===== src/rtl/link_tx_pkg.sv =====
package link_tx_pkg;

  typedef enum logic [2:0] {
    ST_IDLE,
    ST_SOF,
    ST_HDR,
    ST_PAY,
    ST_CRC,
    ST_EOF
  } fr_state_e;

  localparam logic [31:0] OS_IDLE  = 32'hB595_95BC;
  localparam logic [31:0] OS_SOF   = 32'h3636_B5BC;
  localparam logic [31:0] OS_EOF   = 32'h9595_75BC;
  localparam logic [3:0]  CTRL_OS  = 4'b0001;
  localparam logic [3:0]  CTRL_DAT = 4'b0000;
  localparam logic [31:0] CRC_POLY = 32'h04C1_1DB7;
  localparam logic [31:0] CRC_SEED = 32'hFFFF_FFFF;
  localparam logic [7:0]  HDR_KIND_DATA = 8'h08;
  localparam logic [31:0] HDR_ACK  = 32'hC000_0000;

  // one 32-bit word folded into the CRC register, msb first
  function automatic logic [31:0] crc32_word(input logic [31:0] c, input logic [31:0] d);
    logic [31:0] r;
    r = c;
    for (int i = 31; i >= 0; i--) begin
      if (r[31] ^ d[i]) r = {r[30:0], 1'b0} ^ CRC_POLY;
      else              r = {r[30:0], 1'b0};
    end
    return r;
  endfunction

endpackage


===== src/rtl/link_tx_crc.sv =====
module link_tx_crc
  import link_tx_pkg::*;
(
  input  logic        clk,
  input  logic        rst_n,
  input  logic        seed,
  input  logic        upd,
  input  logic [31:0] din,
  output logic [31:0] crc_word
);

  logic [31:0] crc_q;

  always_ff @(posedge clk) begin
    if (!rst_n)     crc_q <= CRC_SEED;
    else if (seed)  crc_q <= CRC_SEED;
    else if (upd)   crc_q <= crc32_word(crc_q, din);
  end

  assign crc_word = ~crc_q;

endmodule


===== src/rtl/link_tx_req.sv =====
module link_tx_req #(
  parameter int CNT_W = 8
) (
  input  logic             clk,
  input  logic             rst_n,
  input  logic             ack_en,
  input  logic             data_en,
  input  logic [CNT_W-1:0] burst_frames,
  input  logic             ack_start,
  input  logic             ack_end,
  input  logic             data_end,
  output logic             ack_pend,
  output logic             data_pend,
  output logic [CNT_W-1:0] frm_idx,
  output logic             burst_done,
  output logic             ack_done
);

  logic             ack_q, data_q;
  logic             ack_rise, data_rise;
  logic [CNT_W-1:0] left_q;
  logic             idle_burst;

  assign ack_rise   = ack_en & ~ack_q;
  assign data_rise  = data_en & ~data_q;
  assign idle_burst = (left_q == '0);

  always_ff @(posedge clk) begin
    if (!rst_n) begin
      ack_q  <= 1'b0;
      data_q <= 1'b0;
    end else begin
      ack_q  <= ack_en;
      data_q <= data_en;
    end
  end

  // a new request wins over the start that consumes the older one
  always_ff @(posedge clk) begin
    if (!rst_n)         ack_pend <= 1'b0;
    else if (ack_rise)  ack_pend <= 1'b1;
    else if (ack_start) ack_pend <= 1'b0;
  end

  always_ff @(posedge clk) begin
    if (!rst_n) begin
      left_q  <= '0;
      frm_idx <= '0;
    end else if (data_end) begin
      left_q  <= left_q - 1'b1;
      frm_idx <= frm_idx + 1'b1;
    end else if (data_rise && idle_burst) begin
      left_q  <= burst_frames;
      frm_idx <= '0;
    end
  end

  assign data_pend  = ~idle_burst;
  assign burst_done = data_end && (left_q == {{(CNT_W-1){1'b0}}, 1'b1});
  assign ack_done   = ack_end;

endmodule


===== src/rtl/link_tx_framer.sv =====
module link_tx_framer
  import link_tx_pkg::*;
#(
  parameter int LEN_W   = 8,
  parameter int CNT_W   = 8,
  parameter int MIN_GAP = 2
) (
  input  logic             clk,
  input  logic             rst_n,
  input  logic             ack_pend,
  input  logic             data_pend,
  input  logic [CNT_W-1:0] frm_idx,
  input  logic [LEN_W-1:0] frame_words,
  input  logic [31:0]      buf_data,
  input  logic             buf_valid,
  output logic             buf_ready,
  output logic [31:0]      tx_data,
  output logic [3:0]       tx_ctrl,
  output logic             tx_valid,
  input  logic             tx_ready,
  input  logic [31:0]      crc_word,
  output logic             crc_seed,
  output logic             crc_upd,
  output logic             ack_start,
  output logic             ack_end,
  output logic             data_end
);

  localparam int GAP_W = $clog2(MIN_GAP + 2);
  localparam logic [GAP_W-1:0] GAP_FULL = GAP_W'(MIN_GAP);
  localparam logic [GAP_W-1:0] GAP_LAST = GAP_W'(MIN_GAP - 1);

  fr_state_e        state;
  logic             is_ack;
  logic [LEN_W-1:0] pay_left;
  logic [GAP_W-1:0] gap_cnt;
  logic             adv, go;
  logic [31:0]      hdr_word;

  assign adv      = tx_valid & tx_ready;
  assign go       = (gap_cnt >= GAP_LAST) && (ack_pend || data_pend);
  assign hdr_word = is_ack ? HDR_ACK : {HDR_KIND_DATA, 8'h00, 16'(frm_idx)};

  always_comb begin
    tx_data   = OS_IDLE;
    tx_ctrl   = CTRL_OS;
    tx_valid  = 1'b1;
    buf_ready = 1'b0;
    case (state)
      ST_SOF: tx_data = OS_SOF;
      ST_HDR: begin
        tx_data = hdr_word;
        tx_ctrl = CTRL_DAT;
      end
      ST_PAY: begin
        tx_data   = buf_data;
        tx_ctrl   = CTRL_DAT;
        tx_valid  = buf_valid;
        buf_ready = tx_ready;
      end
      ST_CRC: begin
        tx_data = crc_word;
        tx_ctrl = CTRL_DAT;
      end
      ST_EOF:  tx_data = OS_EOF;
      default: ;
    endcase
  end

  always_ff @(posedge clk) begin
    if (!rst_n) begin
      state    <= ST_IDLE;
      is_ack   <= 1'b0;
      pay_left <= '0;
      gap_cnt  <= '0;
    end else if (adv) begin
      case (state)
        ST_IDLE: begin
          if (go) begin
            state    <= ST_SOF;
            is_ack   <= ack_pend;
            pay_left <= frame_words;
          end else if (gap_cnt != GAP_FULL) begin
            gap_cnt <= gap_cnt + 1'b1;
          end
        end
        ST_SOF: state <= ST_HDR;
        ST_HDR: state <= (is_ack || pay_left == '0) ? ST_CRC : ST_PAY;
        ST_PAY: begin
          pay_left <= pay_left - 1'b1;
          if (pay_left == {{(LEN_W-1){1'b0}}, 1'b1}) state <= ST_CRC;
        end
        ST_CRC: state <= ST_EOF;
        ST_EOF: begin
          state   <= ST_IDLE;
          gap_cnt <= '0;
        end
        default: state <= ST_IDLE;
      endcase
    end
  end

  assign crc_seed  = adv && (state == ST_SOF);
  assign crc_upd   = adv && (state == ST_HDR || state == ST_PAY);
  assign ack_start = adv && (state == ST_IDLE) && go && ack_pend;
  assign ack_end   = adv && (state == ST_EOF) && is_ack;
  assign data_end  = adv && (state == ST_EOF) && !is_ack;

endmodule


===== src/rtl/link_tx_scheduler.sv =====
module link_tx_scheduler
  import link_tx_pkg::*;
#(
  parameter int LEN_W   = 8,
  parameter int CNT_W   = 8,
  parameter int MIN_GAP = 2
) (
  input  logic             clk,
  input  logic             rst_n,
  input  logic             ack_en,
  input  logic             data_en,
  input  logic [CNT_W-1:0] burst_frames,
  input  logic [LEN_W-1:0] frame_words,
  input  logic [31:0]      buf_data,
  input  logic             buf_valid,
  output logic             buf_ready,
  output logic [31:0]      tx_data,
  output logic [3:0]       tx_ctrl,
  output logic             tx_valid,
  input  logic             tx_ready,
  output logic             burst_done,
  output logic             ack_done
);

  logic             ack_pend, data_pend;
  logic [CNT_W-1:0] frm_idx;
  logic             ack_start, ack_end, data_end;
  logic             crc_seed, crc_upd;
  logic [31:0]      crc_word;

  link_tx_req #(.CNT_W(CNT_W)) u_req (
    .clk          (clk),
    .rst_n        (rst_n),
    .ack_en       (ack_en),
    .data_en      (data_en),
    .burst_frames (burst_frames),
    .ack_start    (ack_start),
    .ack_end      (ack_end),
    .data_end     (data_end),
    .ack_pend     (ack_pend),
    .data_pend    (data_pend),
    .frm_idx      (frm_idx),
    .burst_done   (burst_done),
    .ack_done     (ack_done)
  );

  link_tx_framer #(.LEN_W(LEN_W), .CNT_W(CNT_W), .MIN_GAP(MIN_GAP)) u_framer (
    .clk         (clk),
    .rst_n       (rst_n),
    .ack_pend    (ack_pend),
    .data_pend   (data_pend),
    .frm_idx     (frm_idx),
    .frame_words (frame_words),
    .buf_data    (buf_data),
    .buf_valid   (buf_valid),
    .buf_ready   (buf_ready),
    .tx_data     (tx_data),
    .tx_ctrl     (tx_ctrl),
    .tx_valid    (tx_valid),
    .tx_ready    (tx_ready),
    .crc_word    (crc_word),
    .crc_seed    (crc_seed),
    .crc_upd     (crc_upd),
    .ack_start   (ack_start),
    .ack_end     (ack_end),
    .data_end    (data_end)
  );

  link_tx_crc u_crc (
    .clk      (clk),
    .rst_n    (rst_n),
    .seed     (crc_seed),
    .upd      (crc_upd),
    .din      (tx_data),
    .crc_word (crc_word)
  );

endmodule


===== config.mk =====
export PLATFORM = sky130hd
export DESIGN_NAME = link_tx_scheduler
export DESIGN_NICKNAME = d
export VERILOG_FILES = /design/src/rtl/link_tx_pkg.sv /design/src/rtl/link_tx_crc.sv /design/src/rtl/link_tx_req.sv /design/src/rtl/link_tx_framer.sv /design/src/rtl/link_tx_scheduler.sv
export SDC_FILE = /design/constraint.sdc
export NUM_CORES = 1
export LEC_CHECK = 0
export BUFFER_PORTS_ARGS = -buffer_cell sky130_fd_sc_hd__buf_2
export CELL_PAD_IN_SITES_DETAIL_PLACEMENT = 1
export CELL_PAD_IN_SITES_GLOBAL_PLACEMENT = 1
export CORE_ASPECT_RATIO = 0.8
export CORE_MARGIN = 3
export CORE_UTILIZATION = 46
export DETAILED_ROUTE_END_ITERATION = 16
export PLACE_DENSITY = 0.89
export SLEW_MARGIN = 20
export SYNTH_ARGS = -nofsm -noshare
export SYNTH_HDL_FRONTEND = slang
export SYNTH_SLANG_ARGS = --single-unit

===== constraint.sdc =====
create_clock -name clk -period 6.3 [get_ports clk]
set_input_delay 1.26 -clock clk [delete_from_list [all_inputs] [get_ports clk]]
set_output_delay 1.26 -clock clk [all_outputs]
set_load 0.005 [all_outputs]

==> impl_metrics.env, run 1 <==
export IMPL_worst_pin_slew_ns=0.952
export IMPL_criticalPathCategory="register to register"
export IMPL_number_of_setup_buffers_added_after_cts=0
export IMPL_cp_start_kind="register"
export IMPL_clock_fmax_mhz=180
export IMPL_area_delta_synth_final_pct=13.4
export IMPL_finalSetupViolCount=0
export IMPL_global_route_usage_total_pct=31.4
export IMPL_min_to="u_req.frm_idx[7]"
export IMPL_grtUsageMet2_pct=47.3
export IMPL_largest_net_degree_at_the_start_of_global_routing=55
export IMPL_cts_buffers_inserted=9
export IMPL_worstHoldStart="u_req.frm_idx[7]"
export IMPL_boundaryPins=94
export IMPL_clock_sinks=65
export IMPL_timing_setup_tns_ns=0
export IMPL_report_final_slew_viol_count=0
export IMPL_grt_antenna_before_repair=0
export IMPL_synth_edff_count=0
export IMPL_timing_reg2reg_setup_slack_ns=0.74
export IMPL_synth_avg_cell_area_um2=8.63
export IMPL_globalRouteMet1Util_pct=46.0
export IMPL_critical_path_max_stage_delay_ns=0.73
export IMPL_nNetsFinal=1016
export IMPL_postCtsHoldBufs=0
export IMPL_initial_core_util_pct=47.5
export IMPL_cp_buffers_inverters=2
export IMPL_die_boundary_width_um=150
export IMPL_ys_seq_area_share_pct=17.2
export IMPL_dominantRegCellSynth="dfxtp_1"
export IMPL_route_detailed_vias_per_inst=6.18
export IMPL_max_cap_viol=0
export IMPL_final_antenna_net_count=0
export IMPL_tritoncts="built"
export IMPL_firstDrtPassIters=5
export IMPL_crit_path_top_delay_cell="xnor3_1"
export IMPL_fin_skew_ns=0.00939
export IMPL_routabilityCongestion=1.01
export IMPL_run_status="finished, final reports clean"
export IMPL_finalHoldViolCount=0
export IMPL_critical_path_arrival_ns=5.86
export IMPL_timing_final_ws_setup_ns=0.735
export IMPL_globalRouteMet3Util_pct=6.91
export IMPL_core_region_area_mm2=0.0160
export IMPL_antenna_cells_inserted=0
export IMPL_cp_max_fo=28
export IMPL_dr_drc_count=0
export IMPL_layout_commonest_cell="xnor2_1"
export IMPL_mostFrequentLayoutCells="xnor2_1, buf_2, o21ai_0"
export IMPL_yosysWarnings=0
export IMPL_worstPathCellList="inv_2, ha_2, buf_4, nand3b_1, o21ai_1, a211oi_4, xnor2_1, xnor3_1, xor3_1, xor2_1, xnor2_1, xnor3_1, or3_1, nand4_1"
export IMPL_portion_of_the_clock_cycle_consumed_by_the_worst_path_in_the_final_layout_pct=88.3
export IMPL_drt_wl_total_um=28400
export IMPL_reg2reg_from="u_framer.state[2]"
export IMPL_yosysUniqueCellTypes=85
export IMPL_placementRows=41
export IMPL_wl_per_cell_um=24.2
export IMPL_timing_reg2reg_worst_path_depth=14
export IMPL_fillers=1902
export IMPL_min_path_type="register to register"
export IMPL_clock_h_tree_levels=3
export IMPL_layout_drive_gt1_share_pct=19.0
export IMPL_post_synth_instance_area_mm2=0.00759
export IMPL_setup_repair_after_global_routing_missed_its_margin="false"
export IMPL_grt_first_pass_wirelength_um=42800
export IMPL_globalRoute_totalOverflow=0
export IMPL_clk_pin_slew_ns=0.06
export IMPL_place_ws_ns=0.667
export IMPL_fp_dieArea_mm2=0.0181
export IMPL_slew_headroom_pct=36.1
export IMPL_post_dp_hpwl_um=21700
export IMPL_vias=7247
export IMPL_dr_first_iter_drc_count=595
export IMPL_die_height_um=121
export IMPL_clk_insertion_delay_late_ns=0.36
export IMPL_synthesis_instances=879
export IMPL_r2r_end="u_crc.crc_q[18]"
export IMPL_busiest_layer="met2"
export IMPL_min_path_cells=1
export IMPL_endpoint_kind="register"
export IMPL_io_buffer_count=90
export IMPL_root_buffer="clkbuf_16"
export IMPL_worst_endpoint_required_ns=6.59
export IMPL_ctsResizeCount=0
export IMPL_first_global_vias=7024
export IMPL_top_cell_family_by_delay_on_the_critical_path="XOR/XNOR gates"
export IMPL_ctsLongestPathBuffers=2
export IMPL_synth_seq_cells=65
export IMPL_finalCriticalPeriod_ns=5.56
export IMPL_async_reset_ff_share_pct=0
metrics by stage:
step / util, % / cells / area [um^2] / hold WS (ns)
floorplan: - / 881 / 7590 / 0.422
global placement: 51.8 / 1157 / 8270 / 0.438
detailed placement: 51.8 / 1157 / 8270 / 0.442
CTS: 53.9 / 1173 / 8600 / 0.458
global route: 53.9 / 1173 / 8600 / 0.475
finish: 53.9 / 1173 / 8600 / 0.466
area by class of cell:
class | count | area, um^2 | area share, %
clock buffer | 9 | 225 | 2.62
clock inverter | 7 | 108 | 1.25
inverter | 23 | 86.3 | 1.00
multi-input combinational | 735 | 5940 | 69.1
sequential | 65 | 1310 | 15.2
tap | 215 | 269 | 3.13
timing repair buffer | 119 | 668 | 7.77
logic make-up after synthesis:
family | synth area share (%)
multiplexers | 0.693
XOR/XNOR | 37.5
adder cells (fa/ha/maj) | 1.48
flip-flops | 17.2
AO/OA/AOI/OAI | 22.0
other | 0.0494
buffers and inverters | 4.75
AND/OR/NAND/NOR | 16.3
Yosys cell counts (9+ instances only):
cell      count  area share (%)
dfxtp_1      65              17
a21oi_1      54             3.6
and2_1       14             1.2
o21ai_0      65             4.3
ha_1          9             1.5
xnor3_1      33             9.8
a31oi_1      11            0.91
nand2_1      54             2.7
o21ai_1      11            0.73
clkbuf_1     36             1.8
nor2b_1      19             1.6
buf_2         9            0.59
nand2b_1     14             1.2
inv_1        20            0.99
xnor2_1     136              16
nor2_1       50             2.5
nand3_1      22             1.5
xor2_1       41             4.7
nor3_1       23             1.5
a211oi_1     10            0.99
o211ai_1     21             2.1
metal layers:
| layer | up-vias | wire length (um) |
|---|---|---|
| li1 | 3278 | - |
| met2 | 310 | 12400 |
| met1 | 3627 | 13000 |
| met5 | - | 0 |
| met3 | 32 | 2530 |
| met4 | 0 | 492 |
registers in the layout (all words and copies together), names as in the netlist:
register and cells:
u_req.ack_q 1, u_req.ack_pend 1, u_framer.gap_cnt 2, u_framer.pay_left 8, u_req.left_q 8, u_req.data_q 1, u_framer.is_ack 1, u_crc.crc_q 32
u_framer.state 3, u_req.frm_idx 8
worst max path at each step:
stage | from | end | slack, ns | depth (start not counted)
3_3_place_gp | buf_data[24] | u_crc.crc_q[18] | 0.72 | 12
6_report | u_framer.state[2] | u_crc.crc_q[18] | 0.74 | 14
4_1_cts | u_framer.state[2] | u_crc.crc_q[18] | 0.80 | 14
2_1_floorplan | buf_data[29] | u_crc.crc_q[23] | 1.23 | 11
5_1_grt | u_framer.state[2] | u_crc.crc_q[18] | 0.49 | 14
3_5_place_dp | buf_data[24] | u_crc.crc_q[18] | 0.67 | 12
Power of run 1 is not shown: default switching activity piles up to over one toggle a cycle in this logic, so the estimate is an artifact.
==> run 2, diff against run 1 <==
==> constraint.sdc (replaced) <==
create_clock -name clk -period 6.2 [get_ports clk]
set_input_delay 1.24 -clock clk [delete_from_list [all_inputs] [get_ports clk]]
set_output_delay 1.24 -clock clk [all_outputs]
set_load 0.005 [all_outputs]
==> impl_metrics.env, run 2 (synthesis gave the netlist of run 1 again) <==
export IMPL_largest_register="u_crc.crc_q"
export IMPL_area_delta_synth_final_pct=13.2
export IMPL_dr_first_iter_drc_count=644
export IMPL_clock_fmax_mhz=186
export IMPL_run_status="finished, final reports clean"
export IMPL_finalSetupViolCount=0
export IMPL_first_global_vias=7215
export IMPL_cp_buffers_inverters=1
export IMPL_area_used_by_multi_input_combinational_logic_mm2=0.00594
export IMPL_report_final_slew_viol_count=0
export IMPL_io_buffer_count=90
export IMPL_core_region_area_mm2=0.0160
export IMPL_nNetsFinal=1014
export IMPL_layout_commonest_cell="xnor2_1"
export IMPL_global_route_usage_total_pct=31.7
export IMPL_mostFrequentLayoutCells="xnor2_1, buf_2, o21ai_0"
export IMPL_firstDrtPassIters=5
export IMPL_postCtsHoldBufs=0
export IMPL_route_detailed_vias_per_inst=6.13
export IMPL_crit_path_top_delay_cell="ha_2"
export IMPL_sequential_cell_area_mm2=0.00131
export IMPL_worstPathCellList="inv_2, ha_2, nand3b_1, o21ai_1, a211oi_2, xor3_1, xnor3_1, xnor2_1, xnor2_1, xnor3_2, xnor2_2, xnor3_1, o21ai_1"
export IMPL_fin_skew_ns=0.00840
export IMPL_fillers=1915
export IMPL_ctsLongestPathBuffers=2
export IMPL_numPlacedInstances=1155
export IMPL_fp_dieArea_mm2=0.0181
export IMPL_setup_repair_after_global_routing_missed_its_margin="false"
export IMPL_timing_final_ws_setup_ns=0.835
export IMPL_antenna_cells_inserted=0
export IMPL_r2r_end="u_crc.crc_q[13]"
export IMPL_clk_pin_slew_ns=0.06
export IMPL_max_cap_viol=0
export IMPL_number_of_setup_buffers_added_after_cts=0
export IMPL_criticalPathCategory="register to register"
export IMPL_final_antenna_net_count=0
export IMPL_routabilityCongestion=1.03
export IMPL_clk_insertion_delay_late_ns=0.36
export IMPL_ctsResizeCount=0
export IMPL_boundaryPins=94
export IMPL_min_path_cells=1
export IMPL_worst_pin_slew_ns=0.880
export IMPL_worstHoldStart="u_req.frm_idx[7]"
export IMPL_timing_setup_tns_ns=0
export IMPL_tritoncts="built"
export IMPL_wl_per_cell_um=24.0
export IMPL_grt_first_pass_wirelength_um=43500
export IMPL_clock_h_tree_levels=3
export IMPL_min_path_type="register to register"
export IMPL_slew_headroom_pct=40.9
export IMPL_timing_reg2reg_setup_slack_ns=0.84
export IMPL_worst_endpoint_required_ns=6.49
export IMPL_root_buffer="clkbuf_16"
export IMPL_vias=7183
export IMPL_top_cell_family_by_delay_on_the_critical_path="XOR/XNOR gates"
export IMPL_placementRows=41
export IMPL_layout_drive_gt1_share_pct=18.9
export IMPL_critical_path_max_stage_delay_ns=0.81
export IMPL_reg2reg_from="u_framer.state[2]"
export IMPL_globalRoute_totalOverflow=0
export IMPL_timing_reg2reg_worst_path_depth=13
export IMPL_finalCriticalPeriod_ns=5.36
export IMPL_post_dp_hpwl_um=21600
export IMPL_largest_register_ffs=32
export IMPL_clock_sinks=65
export IMPL_place_ws_ns=0.626
export IMPL_dr_drc_count=0
export IMPL_die_boundary_width_um=150
export IMPL_fin_cells=1171
export IMPL_min_to="u_req.frm_idx[7]"
export IMPL_finalHoldViolCount=0
export IMPL_grt_antenna_before_repair=0
export IMPL_portion_of_the_clock_cycle_consumed_by_the_worst_path_in_the_final_layout_pct=86.5
export IMPL_cp_max_fo=41
export IMPL_die_height_um=121
export IMPL_endpoint_kind="register"
export IMPL_largest_net_degree_at_the_start_of_global_routing=55
export IMPL_cts_buffers_inserted=9
export IMPL_drt_wl_total_um=28100
export IMPL_critical_path_arrival_ns=5.65
export IMPL_cp_start_kind="register"
export IMPL_initial_core_util_pct=47.5
## run 2: cell types whose count changed in the layout (fill, tap and decap cells not counted), sizes merged
cell	delta
clkinvlp	-1
buf	-2
inv	-2
clkinv	+3
## run 2: worst max path at each step
stage                            to  slack, ns  depth (start not counted)              start
finish              u_crc.crc_q[13]       0.84                         13  u_framer.state[2]
global route        u_crc.crc_q[18]       0.57                         13  u_framer.state[2]
CTS                  u_crc.crc_q[7]       0.89                         13  u_framer.state[2]
global placement    u_crc.crc_q[13]       0.73                         11       buf_data[24]
floorplan           u_crc.crc_q[23]       1.15                         11       buf_data[29]
detailed placement  u_crc.crc_q[23]       0.63                         12       buf_data[29]
## run 2: through the flow
stage          util [%]  cell area, um^2  hold slack (ns)
5_1_grt            53.8             8580            0.508
4_1_cts            53.8             8580            0.483
6_report           53.8             8580            0.485
3_3_place_gp       51.8             8260            0.440
2_1_floorplan         -             7590            0.422
3_5_place_dp       51.8             8260            0.452
## run 2: metal layers
layer | global-route usage, % | vias up | share of wire [%]
met4 | 9.43 | 0 | 2.3
met3 | 7.24 | 43 | 9.1
met1 | 45.3 | 3577 | 45
met2 | 47.9 | 290 | 44
li1 | - | 3273 | -
met5 | 0 | - | 0
## run 2: final cells by class
type,count,share of cell area [%]
Inverter,23,1.01
Multi-Input combinational cell,735,69.2
Clock inverter,7,1.20
Tap cell,215,3.13
Sequential cell,65,15.2
Timing Repair Buffer,117,7.61
Clock buffer,9,2.62
Power of run 2 is left out for the same reason.
